==> src/rtl/tmr_pkg.sv <==
package tmr_pkg;
   typedef enum logic [1:0] {
      ADDR_COUNT = 2'd0,
      ADDR_LIM_A = 2'd1,
      ADDR_LIM_B = 2'd2,
      ADDR_CTRL  = 2'd3
   } tmr_addr_e;

   localparam int unsigned BIT_RUN  = 0;
   localparam int unsigned BIT_KEY  = 1;
   localparam int unsigned BIT_LOOP = 2;
   localparam int unsigned BIT_DUAL = 3;
   localparam int unsigned BIT_GATE = 4;

   typedef enum logic {
      PH_A = 1'b0,
      PH_B = 1'b1
   } tmr_phase_e;
endpackage

==> src/rtl/tmr_tick.sv <==
module tmr_tick #(
   parameter int unsigned DIV = 4
) (
   input  logic clk,
   input  logic rst_n,
   output logic tick
);
   generate
      if (DIV < 1) begin : g_bad
         $error("tmr_tick: DIV must be at least 1");
      end
      if (DIV == 1) begin : g_every
         assign tick = 1'b1;
      end else begin : g_div
         localparam int unsigned W = $clog2(DIV);
         localparam logic [W-1:0] LAST = W'(DIV - 1);
         logic [W-1:0] div_q;
         always_ff @(posedge clk or negedge rst_n) begin
            if (!rst_n)              div_q <= '0;
            else if (div_q == LAST)  div_q <= '0;
            else                     div_q <= div_q + 1'b1;
         end
         assign tick = (div_q == LAST);
      end
   endgenerate
endmodule

==> src/rtl/tmr_regs.sv <==
module tmr_regs
   import tmr_pkg::*;
#(
   parameter int unsigned CNT_W = 16
) (
   input  logic             clk,
   input  logic             rst_n,
   input  logic             wr_en,
   input  logic [1:0]       wr_addr,
   input  logic [CNT_W-1:0] wr_data,
   input  logic             seq_done,
   output logic             run,
   output logic             loop_md,
   output logic             dual_md,
   output logic             gate_md,
   output logic             start,
   output logic [CNT_W-1:0] lim_a,
   output logic [CNT_W-1:0] lim_b
);
   logic ctrl_wr, key_wr;

   assign ctrl_wr = wr_en && (wr_addr == ADDR_CTRL);
   assign key_wr  = ctrl_wr && wr_data[BIT_KEY];
   assign start   = key_wr && wr_data[BIT_RUN] && !run;

   always_ff @(posedge clk or negedge rst_n) begin
      if (!rst_n) begin
         run     <= 1'b0;
         loop_md <= 1'b0;
         dual_md <= 1'b0;
         gate_md <= 1'b0;
      end else begin
         if (ctrl_wr) begin
            loop_md <= wr_data[BIT_LOOP];
            dual_md <= wr_data[BIT_DUAL];
            gate_md <= wr_data[BIT_GATE];
         end
         if (key_wr)        run <= wr_data[BIT_RUN];
         else if (seq_done) run <= 1'b0;
      end
   end

   always_ff @(posedge clk or negedge rst_n) begin
      if (!rst_n) begin
         lim_a <= '0;
         lim_b <= '0;
      end else if (wr_en) begin
         if (wr_addr == ADDR_LIM_A) lim_a <= wr_data;
         if (wr_addr == ADDR_LIM_B) lim_b <= wr_data;
      end
   end

   AST_RUN_NEEDS_KEY: assert property (@(posedge clk) disable iff (!rst_n)
      (ctrl_wr && !wr_data[BIT_KEY] && !seq_done) |=> $stable(run));
   AST_SELF_STOP: assert property (@(posedge clk) disable iff (!rst_n)
      (seq_done && !key_wr) |=> !run);
endmodule

==> src/rtl/tmr_core.sv <==
module tmr_core
   import tmr_pkg::*;
#(
   parameter int unsigned CNT_W = 16
) (
   input  logic             clk,
   input  logic             rst_n,
   input  logic             tick,
   input  logic             active,
   input  logic             loop_md,
   input  logic             dual_md,
   input  logic             start,
   input  logic             cnt_wr,
   input  logic [CNT_W-1:0] cnt_wdata,
   input  logic [CNT_W-1:0] lim_a,
   input  logic [CNT_W-1:0] lim_b,
   output logic [CNT_W-1:0] count,
   output logic             pin_out,
   output logic             seq_done
);
   tmr_phase_e       phase;
   logic             pulse;
   logic             in_b;
   logic [CNT_W-1:0] lim_sel, last;
   logic             hit, seq_end;

   assign in_b     = dual_md && (phase == PH_B);
   assign lim_sel  = in_b ? lim_b : lim_a;
   assign last     = lim_sel - CNT_W'(1);
   assign hit      = tick && active && (count == last);
   assign seq_end  = hit && (!dual_md || phase == PH_B);
   assign seq_done = seq_end && !loop_md;
   assign pin_out  = dual_md ? (phase == PH_A) : !pulse;

   always_ff @(posedge clk or negedge rst_n) begin
      if (!rst_n) begin
         count <= '0;
         phase <= PH_A;
         pulse <= 1'b0;
      end else if (start) begin
         count <= '0;
         phase <= PH_A;
         pulse <= 1'b0;
      end else begin
         if (cnt_wr)                count <= cnt_wdata;
         else if (tick && active)   count <= hit ? '0 : count + 1'b1;
         if (hit && dual_md)        phase <= (phase == PH_A) ? PH_B : PH_A;
         if (tick)                  pulse <= hit && !dual_md;
      end
   end

   AST_HOLD_WHEN_IDLE: assert property (@(posedge clk) disable iff (!rst_n)
      (!active && !start && !cnt_wr) |=> $stable(count));
   AST_WRAP_TO_ZERO: assert property (@(posedge clk) disable iff (!rst_n)
      (hit && !start && !cnt_wr) |=> (count == '0));
endmodule

==> src/rtl/dual_cmp_timer.sv <==
module dual_cmp_timer
   import tmr_pkg::*;
#(
   parameter int unsigned CNT_W    = 16,
   parameter int unsigned TICK_DIV = 4
) (
   input  logic             clk,
   input  logic             rst_n,
   input  logic             wr_en,
   input  logic [1:0]       wr_addr,
   input  logic [CNT_W-1:0] wr_data,
   input  logic [1:0]       rd_addr,
   output logic [CNT_W-1:0] rd_data,
   input  logic             tmr_in,
   output logic             tmr_out
);
   localparam int unsigned CTRL_BITS = BIT_GATE + 1;

   generate
      if (CNT_W < CTRL_BITS) begin : g_bad_w
         $error("dual_cmp_timer: CNT_W too narrow for control bits");
      end
   endgenerate

   logic             tick, run, loop_md, dual_md, gate_md, start, seq_done, active;
   logic [CNT_W-1:0] lim_a, lim_b, count, ctrl_rd;

   tmr_tick #(.DIV(TICK_DIV)) u_tick (
      .clk(clk), .rst_n(rst_n), .tick(tick));

   tmr_regs #(.CNT_W(CNT_W)) u_regs (
      .clk(clk), .rst_n(rst_n), .wr_en(wr_en), .wr_addr(wr_addr),
      .wr_data(wr_data), .seq_done(seq_done), .run(run), .loop_md(loop_md),
      .dual_md(dual_md), .gate_md(gate_md), .start(start),
      .lim_a(lim_a), .lim_b(lim_b));

   assign active = run && (!gate_md || tmr_in);

   tmr_core #(.CNT_W(CNT_W)) u_core (
      .clk(clk), .rst_n(rst_n), .tick(tick), .active(active),
      .loop_md(loop_md), .dual_md(dual_md), .start(start),
      .cnt_wr(wr_en && (wr_addr == ADDR_COUNT)), .cnt_wdata(wr_data),
      .lim_a(lim_a), .lim_b(lim_b), .count(count), .pin_out(tmr_out),
      .seq_done(seq_done));

   always_comb begin
      ctrl_rd           = '0;
      ctrl_rd[BIT_RUN]  = run;
      ctrl_rd[BIT_LOOP] = loop_md;
      ctrl_rd[BIT_DUAL] = dual_md;
      ctrl_rd[BIT_GATE] = gate_md;
   end

   always_comb begin
      case (rd_addr)
         ADDR_COUNT: rd_data = count;
         ADDR_LIM_A: rd_data = lim_a;
         ADDR_LIM_B: rd_data = lim_b;
         default:    rd_data = ctrl_rd;
      endcase
   end
endmodule

==> config.mk <==
export PLATFORM = sky130hd
export DESIGN_NAME = dual_cmp_timer
export DESIGN_NICKNAME = d
export VERILOG_FILES = /design/src/rtl/tmr_pkg.sv /design/src/rtl/tmr_tick.sv /design/src/rtl/tmr_regs.sv /design/src/rtl/tmr_core.sv /design/src/rtl/dual_cmp_timer.sv
export SDC_FILE = /design/constraint.sdc
export NUM_CORES = 1
export LEC_CHECK = 0
export CAP_MARGIN = 10
export CORE_UTILIZATION = 25
export DETAILED_ROUTE_END_ITERATION = 6
export PLACE_DENSITY = 0.46
export RECOVER_POWER = 25
export SLEW_MARGIN = 20
export SYNTH_ARGS = -nofsm -noshare
export SYNTH_HDL_FRONTEND = slang
export SYNTH_SLANG_ARGS = --single-unit
==> constraint.sdc <==
create_clock -name clk -period 9.05 [get_ports clk]
set_input_delay 2.715 -clock clk [delete_from_list [all_inputs] [get_ports clk]]
set_output_delay 2.715 -clock clk [all_outputs]
set_load 0.02 [all_outputs]
**Word-level counts from Yosys, hierarchy flattened**

Cells that the tools add are included.

- Bitwise logic cells: 1
- Reductions and logical operators: 28
- Add/subtract/negate cells: 3
- Equal/unequal tests: 7
- Mux-type cells: 15

Operators with widths:

| cell | count |
|---|---|
| two-way mux 16 bit | 5 |
| case mux 16 bit (3 select lines) | 1 |
| adder 16 x 1 -> 16 bit (second input constant) | 1 |
| equality test 16 bit | 1 |
| subtractor 16 x 1 -> 16 bit (second input constant) | 1 |
| logical AND 1 bit | 13 |
| equality test 2 bit (second input constant) | 4 |
| two-way mux 1 bit | 8 |
| nonzero test 2 bit | 3 |
| logical NOT 1 bit | 5 |
| equality test 2 x 1 -> 1 bit (second input constant) | 2 |
| logical NOT 2 bit | 2 |
| AND reduction 2 bit | 2 |
| nonzero test 3 bit | 1 |
| adder 2 x 1 -> 2 bit (second input constant) | 1 |
| logical OR 1 bit | 2 |
| two-way mux 2 bit | 1 |
| NOT 1 bit | 1 |

- Output and inout port bits: 17
- Word-level logic and storage cells: 64
- Register bits: 56
- Bits of input ports: 24

**Longest topological paths before layout**

Gate-level depths: netlist (run 1).

- Depth in word-level cells: 9
- Mapped depth: 14
- Depth with buffers taken out: 12

**Hierarchy**

Synthesis (run 1) repeated with hierarchy kept, for this count alone.

- Cell total of the unflattened synthesis: 359
- Area total of the unflattened synthesis: 3960.0 sq um

By module, submodules not included:

| module | area an instance (sq um) | sequential area each (sq um) | cells an instance | instances |
|---|---|---|---|---|
| tmr_core | 2026.9 | 450.4 | 238 | 1 |
| tmr_regs | 1468.9 | 900.9 | 80 | 1 |
| dual_cmp_timer | 397.9 | 0.0 | 37 | 1 |
| tmr_tick | 66.3 | 50.0 | 4 | 1 |

**Least setup slack after synthesis (run 1)**

No wires, ideal clock.

- Path kind: input to output
- From: in rd_addr[1]
- To: out rd_data[11]
- Required time: 6335 ps
- Arrival time: 4099 ps
- Path slack: 2236 ps
- Path buffers: 2
- Cell stages on the path: 4
- Cells stage by stage: clkbuf_1 > buf_1 > mux2i_1 > o21ai_0

- Cells in the longest elaborated chain, start to end: 2
- Elaborated cells on any way between the ends: 4
- Those cells by class: eq/ne (2); mux (1); reduce/logical (1)

RTL lines:

| item | RTL line | RTL |
|---|---|---|
| start: declaration | dual_cmp_timer.sv:12 | `input logic [1:0] rd_addr,` |
| equality test 2 bit, or another cell as far along | dual_cmp_timer.sv:55 | `case (rd_addr)` |
| case mux 16 bit (3 select lines) (*) | dual_cmp_timer.sv:55 |  |
| end: declaration | dual_cmp_timer.sv:13 | `output logic [CNT_W-1:0] rd_data,` |

Mark *: on every way between the ends. The rest lies on a longest branch, timed or not.

**Worst setup path after layout (run 1)**

- From: in rd_addr[1]
- To: out rd_data[6]

The elaborated chain is that of the path after synthesis.

==> impl_metrics.py, run 1 <==
metrics = {
    "status": {
        "status": "complete, but fails checks",
        "violations": "capacitance limit, slew limit",
    },
    "critical_path": {
        "path_cells": "clkdlybuf4s50_1 -> buf_4 -> nor2b_1 -> nand2_1 -> o21ai_0 -> clkdlybuf4s50_1",
        "rrSetupSlack_ns": 4.03,
        "slowest_delay_ns": 0.77,
        "cp_data_arrival_time_ns": 5.11,
        "crit_path_end_kind": "primary output",
        "crit_type": "in -> out",
        "crit_path_start_kind": "input pin",
        "crit_path_max_fanout": 17,
        "crit_top_cell": "clkdlybuf4s50_1",
        "required_ns": 6.34,
        "cpMaxStageDelayCell": "nor2b_1",
    },
    "logic_synthesis": {
        "synth.largest_area_cell": "dfrtp_1",
        "ys_ff_latch": 56,
        "synth_cell_type_count": 52,
        "synthCells": 402,
        "synth_edf_count": 0,
        "yosysWarnings": 0,
        "async_reset_ff_share_pct": 100,
        "netlist_top_cells_area": "dfrtp_1 36%, mux2_2 9.7%, mux2i_1 5.7%",
        "syn-cell-area_um2": 3840,
        "ys_seq_area_share_pct": 36.5,
        "syn-num-nets": 429,
        "synth_ff_type": "dfrtp_1",
        "syn_area_per_cell_um2": 9.56,
        "synth_top_area_share_pct": 36.5,
    },
    "layout": {
        "layout_common_cells": "56 x dfrtp_1, 44 x nand2_1, 39 x clkdlybuf4s50_1",
        "final_net_count": 459,
        "drive_gt1_share_pct": 14.6,
        "area_growth_pct": 19.7,
        "instances_no_fill": 616,
        "num_antenna_cells": 0,
        "final_common_cell": "dfrtp_1",
    },
    "timing": {
        "hold_viol": 0,
        "slew_viol_final": 57,
        "setup_violations": 0,
        "setup-tns-final_ns": 0,
        "grt_setup_unrepaired": "false",
        "whs_ns": 0.424,
        "layout_setup_ws_ns": 1.23,
        "fmax_mhz": 128,
        "period_share_pct": 86.4,
        "tightest_slew_ns": 3.10,
        "timing.slew.headroom_pct": -106,
        "post-route-min-period_ns": 7.82,
        "finClkSkew_ns": 0.00794,
    },
    "drt": {
        "routed_wirelength_um": 12100,
        "drt-initial-drc-count": 215,
        "via_count": 3349,
        "vias_per_cell": 5.44,
        "routedWlPerCell_um": 19.6,
        "drc_errors": 0,
        "drtAntennaViolNets": 0,
        "first_pass_iters": 5,
    },
    "global_route": {
        "grt_max_degree": 57,
        "grt-ovfl-total": 0,
        "grt_pass1_vias": 3410,
        "grt_pass1_wl_um": 19300,
        "grtUsageTotal_pct": 15.7,
        "grt_antenna_before_repair": 0,
    },
    "die": {
        "die_h_um": 126,
        "rows": 44,
        "start_util_pct": 26.0,
        "coreArea_um2": 14800,
        "die_x_um": 126,
        "die_area_um2": 15900,
        "pin_count": 41,
    },
    "clock_network": {
        "cts_tree": "done",
        "numClockSinks": 56,
        "ctsResizeCount": 0,
        "post_cts_buffers": 0,
        "clkTransAtPathRegs_ns": 0.08,
        "root_buffer": "clkbuf_16",
        "numCtsBuffers": 5,
        "cts_buffer_depth": 2,
        "htree_levels": 2,
        "hold_buffers": 0,
        "clk_latency_ns": 0.30,
    },
    "place": {
        "portBuffers": 40,
        "hpwl_um": 8700,
        "dp_slack_ns": 1.23,
        "gp_congestion": 0.829,
        "placed_cells": 609,
    },
    "power_and_ir_drop": {
        "p_leak_nw": 1.89,
        "ir_drop_v": 0.0000790,
        "p_total_mw": 0.915,
        "powerDensity_nw_per_um2": 199,
    },
    "flow_run": {
        "cap_violations": 1,
    },
    "min_path": {
        "hp-class": "reg -> reg",
    },
}
-- worst paths after layout --
kind / start / end / cells past startpoint
max: rd_addr[1] / rd_data[6] / 6
min: u_tick.g_div.div_q[0] / u_tick.g_div.div_q[0] / 1
max reg2reg: u_regs.dual_md / u_core.phase / 11
min reg2reg: u_tick.g_div.div_q[0] / u_tick.g_div.div_q[0] / 1
max in group asynchronous: rst_n / u_core.count[12] / 2
min in group asynchronous: rst_n / u_tick.g_div.div_q[0] / 2
-- synth_stat cells, types with 9 or more instances --
cell / number
dfrtp_1: 56
o21ai_0: 38
clkbuf_1: 15
a22oi_1: 18
mux2i_1: 22
nand2_1: 44
nor2_1: 11
mux2_2: 33
nand3_1: 9
nor3_1: 14
xnor2_1: 10
and3_1: 20
or3_1: 10
-- cell type report --
| type | count | area, um2 |
|---|---|---|
| clock buffers | 5 | 125 |
| flip-flops and latches | 56 | 1400 |
| clock inverters | 2 | 60.1 |
| repair buffers | 45 | 429 |
| fillers | 1547 | 10200 |
| well taps | 184 | 230 |
| inverters | 7 | 26.3 |
| multi-input cells | 317 | 2330 |
-- state kept, by name (all words and copies together) (netlist names) --
register            cells
u_regs.dual_md          1
u_regs.run              1
u_regs.loop_md          1
u_core.count           16
u_core.pulse            1
u_regs.lim_b           16
u_regs.lim_a           16
u_regs.gate_md          1
u_core.phase            1
u_tick.g_div.div_q      2
-- per-layer routing --
layer / share of wire [%] / wire, um / track usage (%)
met5: 0 / 0 / 0
met2: 48 / 5840 / 25.9
met1: 47 / 5670 / 21.1
met3: 2.6 / 315 / 1.61
met4: 2.2 / 261 / 5.88
-- worst max-delay path: cells and delay by family --
kind,cells,cell delay (ns)
simple gates,2,0.87
compound gates,1,0.18
buf+inv,3,1.32
-- through the flow --
step | cell area [um2] | util, %
2_1_floorplan | 3840 | -
3_5_place_dp | 4420 | 30.0
6_report | 4600 | 31.2
4_1_cts | 4600 | 31.2
3_3_place_gp | 4420 | 30.0
5_1_grt | 4600 | 31.2
-- kinds of logic (layout without fill, tap and decap cells) --
kind of cell | after synthesis | count (layout) | synth area share (%)
AOI/OAI and AO/OA | 99 | 99 | 17.8
xor gates and xnor gates | 14 | 14 | 3.55
adders and majority gates | 3 | 3 | 0.977
buffers and inverters | 29 | 59 | 3.19
DFF | 56 | 56 | 36.5
muxes | 59 | 59 | 17.7
and+or+nand+nor | 142 | 142 | 20.3
-- where the power goes --
group | switching (mW) | internal [mW]
Sequential | 0.0911 | 0.299
Clock | 0.0931 | 0.157
Combinational | 0.130 | 0.145
Total | 0.315 | 0.600
Power figures use the tool's default switching activity.
==> run 2, diff against run 1 <==
--- a/config.mk
+++ b/config.mk
@@ -8,7 +8,7 @@
 export CAP_MARGIN = 10
 export CORE_UTILIZATION = 25
 export DETAILED_ROUTE_END_ITERATION = 6
-export PLACE_DENSITY = 0.46
+export HOLD_SLACK_MARGIN = 0.12
 export RECOVER_POWER = 25
 export SLEW_MARGIN = 20
 export SYNTH_ARGS = -nofsm -noshare
==> constraint.sdc (replaced) <==
create_clock -name clk -period 9.1 [get_ports clk]
set_input_delay 2.73 -clock clk [delete_from_list [all_inputs] [get_ports clk]]
set_output_delay 2.73 -clock clk [all_outputs]
set_load 0.02 [all_outputs]
==> impl_metrics.py, run 2 (same netlist as run 1, synthesis figures left out) <==
metrics = {
    "timing": {
        "setup_violations": 0,
        "slew_viol_final": 57,
        "period_share_pct": 85.3,
        "tightest_slew_ns": 3.08,
        "timing.slew.headroom_pct": -106,
        "hold_viol": 0,
        "fmax_mhz": 129,
        "grt_setup_unrepaired": "false",
        "post-route-min-period_ns": 7.76,
        "setup-tns-final_ns": 0,
        "finClkSkew_ns": 0.00420,
    },
    "global_route": {
        "use_met2_pct": 24.3,
        "grt_pass1_vias": 3264,
        "use_met3_pct": 1.27,
        "grt_max_degree": 57,
        "grt-ovfl-total": 0,
        "grt_pass1_wl_um": 17900,
        "busiest_layer": "met2",
        "gr-usage-met1_pct": 18.7,
        "grtUsageTotal_pct": 14.3,
        "grt_antenna_before_repair": 0,
    },
    "power_and_ir_drop": {
        "swShare_pct": 35.7,
        "pwr-share-seq_pct": 45.1,
        "power_frac_comb_pct": 32.0,
        "p_total_mw": 0.855,
        "p_sw_mw": 0.305,
        "ir_drop_v": 0.0000742,
        "powerDensity_nw_per_um2": 187,
        "p_leak_nw": 1.88,
        "clockPowerShare_pct": 22.9,
        "internal_power_mw": 0.550,
    },
    "die": {
        "die_x_um": 126,
        "start_util_pct": 26.0,
        "die_area_um2": 15900,
        "die_h_um": 126,
        "pin_count": 41,
        "rows": 44,
        "coreArea_um2": 14800,
    },
    "drt": {
        "drt-initial-drc-count": 250,
        "vias_per_cell": 5.29,
        "via_count": 3265,
        "routedWlPerCell_um": 17.6,
        "drc_errors": 0,
        "first_pass_iters": 5,
        "drtAntennaViolNets": 0,
        "routed_wirelength_um": 10800,
    },
    "critical_path": {
        "path_delay_family": "buffers and inverters",
        "slowest_delay_ns": 0.77,
        "critPathBufInv": 3,
        "cp_data_arrival_time_ns": 5.03,
        "crit_top_cell": "clkdlybuf4s50_1",
        "crit_path_end_kind": "primary output",
        "cpMaxStageDelayCell": "nor2b_1",
        "path_cells": "clkdlybuf4s50_1 -> buf_4 -> nor2b_1 -> nand2_1 -> o21ai_0 -> clkdlybuf4s50_1",
        "crit_path_start_kind": "input pin",
        "crit_type": "in -> out",
        "crit_path_max_fanout": 17,
        "required_ns": 6.37,
    },
    "clock_network": {
        "numClockSinks": 56,
        "clkTransAtPathRegs_ns": 0.07,
        "ctsResizeCount": 0,
        "htree_levels": 2,
        "hold_buffers": 0,
        "clk_latency_ns": 0.30,
        "numCtsBuffers": 5,
        "cts_tree": "done",
        "post_cts_buffers": 0,
        "root_buffer": "clkbuf_16",
        "cts_buffer_depth": 2,
    },
    "layout": {
        "final_common_cell": "dfrtp_1",
        "largestRegisters": "u_core.count x16, u_regs.lim_a x16, u_regs.lim_b x16",
        "num_antenna_cells": 0,
        "area_growth_pct": 19.0,
        "drive_gt1_share_pct": 14.8,
        "layout_common_cells": "56 x dfrtp_1, 44 x nand2_1, 39 x clkdlybuf4s50_1",
        "fin_util_pct": 31.0,
        "final_net_count": 459,
    },
    "place": {
        "portBuffers": 40,
        "hpwl_um": 8080,
        "gp_congestion": 0.835,
    },
    "status": {
        "violations": "capacitance limit, slew limit",
        "status": "complete, but fails checks",
    },
    "flow_run": {
        "cap_violations": 1,
    },
    "min_path": {
        "hp-class": "reg -> reg",
    },
}
## run 2: cell count changes in the layout (fill, tap and decap cells not counted), sizes merged
cell    previous run  this run
clkbuf             6         7
bufinv             2         0
clkinv             0         2
## run 2: metal layers
layer  part of all wire [%]  routed length [um]
met1                     46                4940
met5                      0                   0
met4                    2.0                 214
met3                    3.1                 338
met2                     49                5350
## run 2: worst paths after layout
path,start,cells after the start,slack [ns],to
setup / recovery,rd_addr[1],6,1.34,rd_data[8]
min in group asynchronous,rst_n,2,3.54,u_tick.g_div.div_q[0]
max in group asynchronous,rst_n,2,3.82,u_core.count[11]
hold reg to reg,u_tick.g_div.div_q[0],1,0.43,u_tick.g_div.div_q[0]
hold / removal,u_tick.g_div.div_q[0],1,0.43,u_tick.g_div.div_q[0]
setup reg to reg,u_regs.dual_md,11,4.33,u_core.phase
## run 2: power groups by stage
stage                     combinational [mW]  clock, mW  sequential [mW]
after floorplan                        0.199          0            0.349
after global placement                 0.267          0            0.385
after detailed placement               0.273          0            0.387
after CTS                              0.274      0.203            0.382
after global routing                   0.298      0.212            0.394
final                                  0.274      0.196            0.385
## run 2: final cells by class
cell class / count / area [um2]
inverters: 7 / 26.3
fillers: 1516 / 10200
well taps: 184 / 230
repair buffers: 45 / 429
clock buffers: 6 / 139
flip-flops and latches: 56 / 1400
clock inverters: 2 / 10.0
multi-input cells: 317 / 2330
## run 2: metrics by stage
| stage | setup WS [ns] | hold slack [ns] | cells | cell area (um2) |
|---|---|---|---|---|
| after floorplan | 2.26 | 0.403 | 402 | 3840 |
| after global placement | 1.21 | 0.413 | 609 | 4420 |
| after detailed placement | 1.26 | 0.420 | 609 | 4420 |
| after CTS | 1.26 | 0.429 | 617 | 4570 |
| after global routing | 1.13 | 0.453 | 617 | 4570 |
| final | 1.34 | 0.427 | 617 | 4570 |
==> run 3, diff against run 2 <==
--- a/config.mk
+++ b/config.mk
@@ -6,9 +6,10 @@
 export NUM_CORES = 1
 export LEC_CHECK = 0
 export CAP_MARGIN = 10
-export CORE_UTILIZATION = 25
+export CORE_UTILIZATION = 60
 export DETAILED_ROUTE_END_ITERATION = 6
 export HOLD_SLACK_MARGIN = 0.12
+export PLACE_DENSITY = 0.84
 export RECOVER_POWER = 25
 export SLEW_MARGIN = 20
 export SYNTH_ARGS = -nofsm -noshare
==> impl_metrics.py, run 3 (same netlist as run 1, synthesis figures left out) <==
metrics = {
    "status": {
        "status": "complete, but fails checks",
        "violations": "capacitance limit, slew limit",
    },
    "clock_network": {
        "numCtsBuffers": 5,
        "root_buffer": "clkbuf_8",
        "post_cts_buffers": 0,
        "ctsResizeCount": 0,
        "htree_levels": 2,
        "cts_tree": "done",
        "numClockSinks": 56,
        "cts_buffer_depth": 2,
        "clk_latency_ns": 0.31,
        "hold_buffers": 0,
        "clkTransAtPathRegs_ns": 0.10,
    },
    "power_and_ir_drop": {
        "ir_drop_v": 0.000108,
        "powerDensity_nw_per_um2": 184,
        "p_leak_nw": 1.85,
    },
    "place": {
        "gp_congestion": 0.897,
        "hpwl_um": 7550,
        "dp_slack_ns": 1.30,
        "portBuffers": 40,
    },
    "critical_path": {
        "reg2reg_from": "u_regs.dual_md",
        "crit_path_end_kind": "primary output",
        "cp_data_arrival_time_ns": 5.16,
        "crit_path_max_fanout": 17,
        "required_ns": 6.37,
        "crit_path_start_kind": "input pin",
        "rrSetupSlack_ns": 4.37,
        "crit_type": "in -> out",
        "crit_start": "rd_addr[0]",
    },
    "layout": {
        "num_antenna_cells": 0,
        "largestRegisters": "u_core.count x16, u_regs.lim_a x16, u_regs.lim_b x16",
        "drive_gt1_share_pct": 14.3,
        "final_common_cell": "dfrtp_1",
        "final_net_count": 459,
        "area_growth_pct": 13.7,
        "layout_common_cells": "56 x dfrtp_1, 44 x nand2_1, 39 x clkdlybuf4s50_1",
    },
    "timing": {
        "hold_viol": 0,
        "finClkSkew_ns": 0.00457,
        "layout_setup_ws_ns": 1.21,
        "post-route-min-period_ns": 7.89,
        "period_share_pct": 86.7,
        "tightest_slew_ns": 3.04,
        "setup-tns-final_ns": 0,
        "grt_setup_unrepaired": "false",
        "timing.slew.headroom_pct": -102,
        "setup_violations": 0,
        "fmax_mhz": 127,
        "slew_viol_final": 57,
    },
    "drt": {
        "via_count": 3476,
        "routedWlPerCell_um": 20.6,
        "vias_per_cell": 6.84,
        "first_pass_iters": 5,
        "drt-initial-drc-count": 460,
        "drc_errors": 0,
        "routed_wirelength_um": 10500,
        "drtAntennaViolNets": 0,
    },
    "global_route": {
        "grtUsageTotal_pct": 33.4,
        "grt_pass1_wl_um": 16600,
        "grt_antenna_before_repair": 0,
        "grt_pass1_vias": 3215,
        "grt_max_degree": 57,
        "grt-ovfl-total": 0,
    },
    "flow_run": {
        "cap_violations": 1,
    },
    "min_path": {
        "hp-class": "reg -> reg",
        "hp-start": "u_tick.g_div.div_q[0]",
    },
    "die": {
        "die_x_um": 82.0,
        "die_h_um": 82.0,
        "start_util_pct": 63.4,
        "coreArea_um2": 6060,
        "die_area_um2": 6730,
        "rows": 28,
        "pin_count": 41,
    },
}
[run 3: worst paths after layout]
check                                             end  cells past startpoint
worst min register to register  u_tick.g_div.div_q[0]                      1
worst min-delay path            u_tick.g_div.div_q[0]                      1
max in group asynchronous            u_regs.lim_a[15]                      2
worst max-delay path                       rd_data[6]                      6
min in group asynchronous       u_tick.g_div.div_q[0]                      2
worst max register to register           u_core.phase                     11
[run 3: worst max-delay path, cell delays in order]
cell and delay, ns:
clkdlybuf4s50_1 0.46, buf_4 0.23, nor2b_1 0.81, nand2_1 0.15
o21ai_0 0.13, clkdlybuf4s50_1 0.63
[run 3: report_power, final]
group          leakage [nW]  internal (mW)  switching [mW]  total [mW]
logic                  1.12          0.144           0.131       0.275
clock network        0.0445         0.0621          0.0813       0.143
registers             0.681          0.297          0.0895       0.386
[run 3: metal layers]
layer	GRT usage [%]	up-vias	share of wire, %
met5	0	-	0
met2	51.2	171	46
met3	3.33	17	7.9
met1	49.9	1730	44
met4	9.47	0	1.4
li1	-	1558	-
[run 3: per-stage QoR]
stage               hold slack, ns  utilization, %  instances  power [mW]  instance area (um2)
finish                       0.435            72.1        508       0.805                 4370
global route                 0.472            72.1        508       0.845                 4370
CTS                          0.437            72.1        508       0.800                 4370
floorplan                    0.403               -        402       0.548                 3840
global placement             0.413            70.6        500       0.644                 4280
detailed placement           0.423            70.6        500       0.658                 4280
[run 3: final cells by class]
cell class | instances | area, um2
Sequential cell | 56 | 1400
Timing Repair Buffer | 45 | 429
Multi-Input combinational cell | 317 | 2320
Fill cell | 475 | 1690
Clock inverter | 1 | 7.51
Inverter | 7 | 26.3
Clock buffer | 7 | 86.3
Tap cell | 75 | 93.8
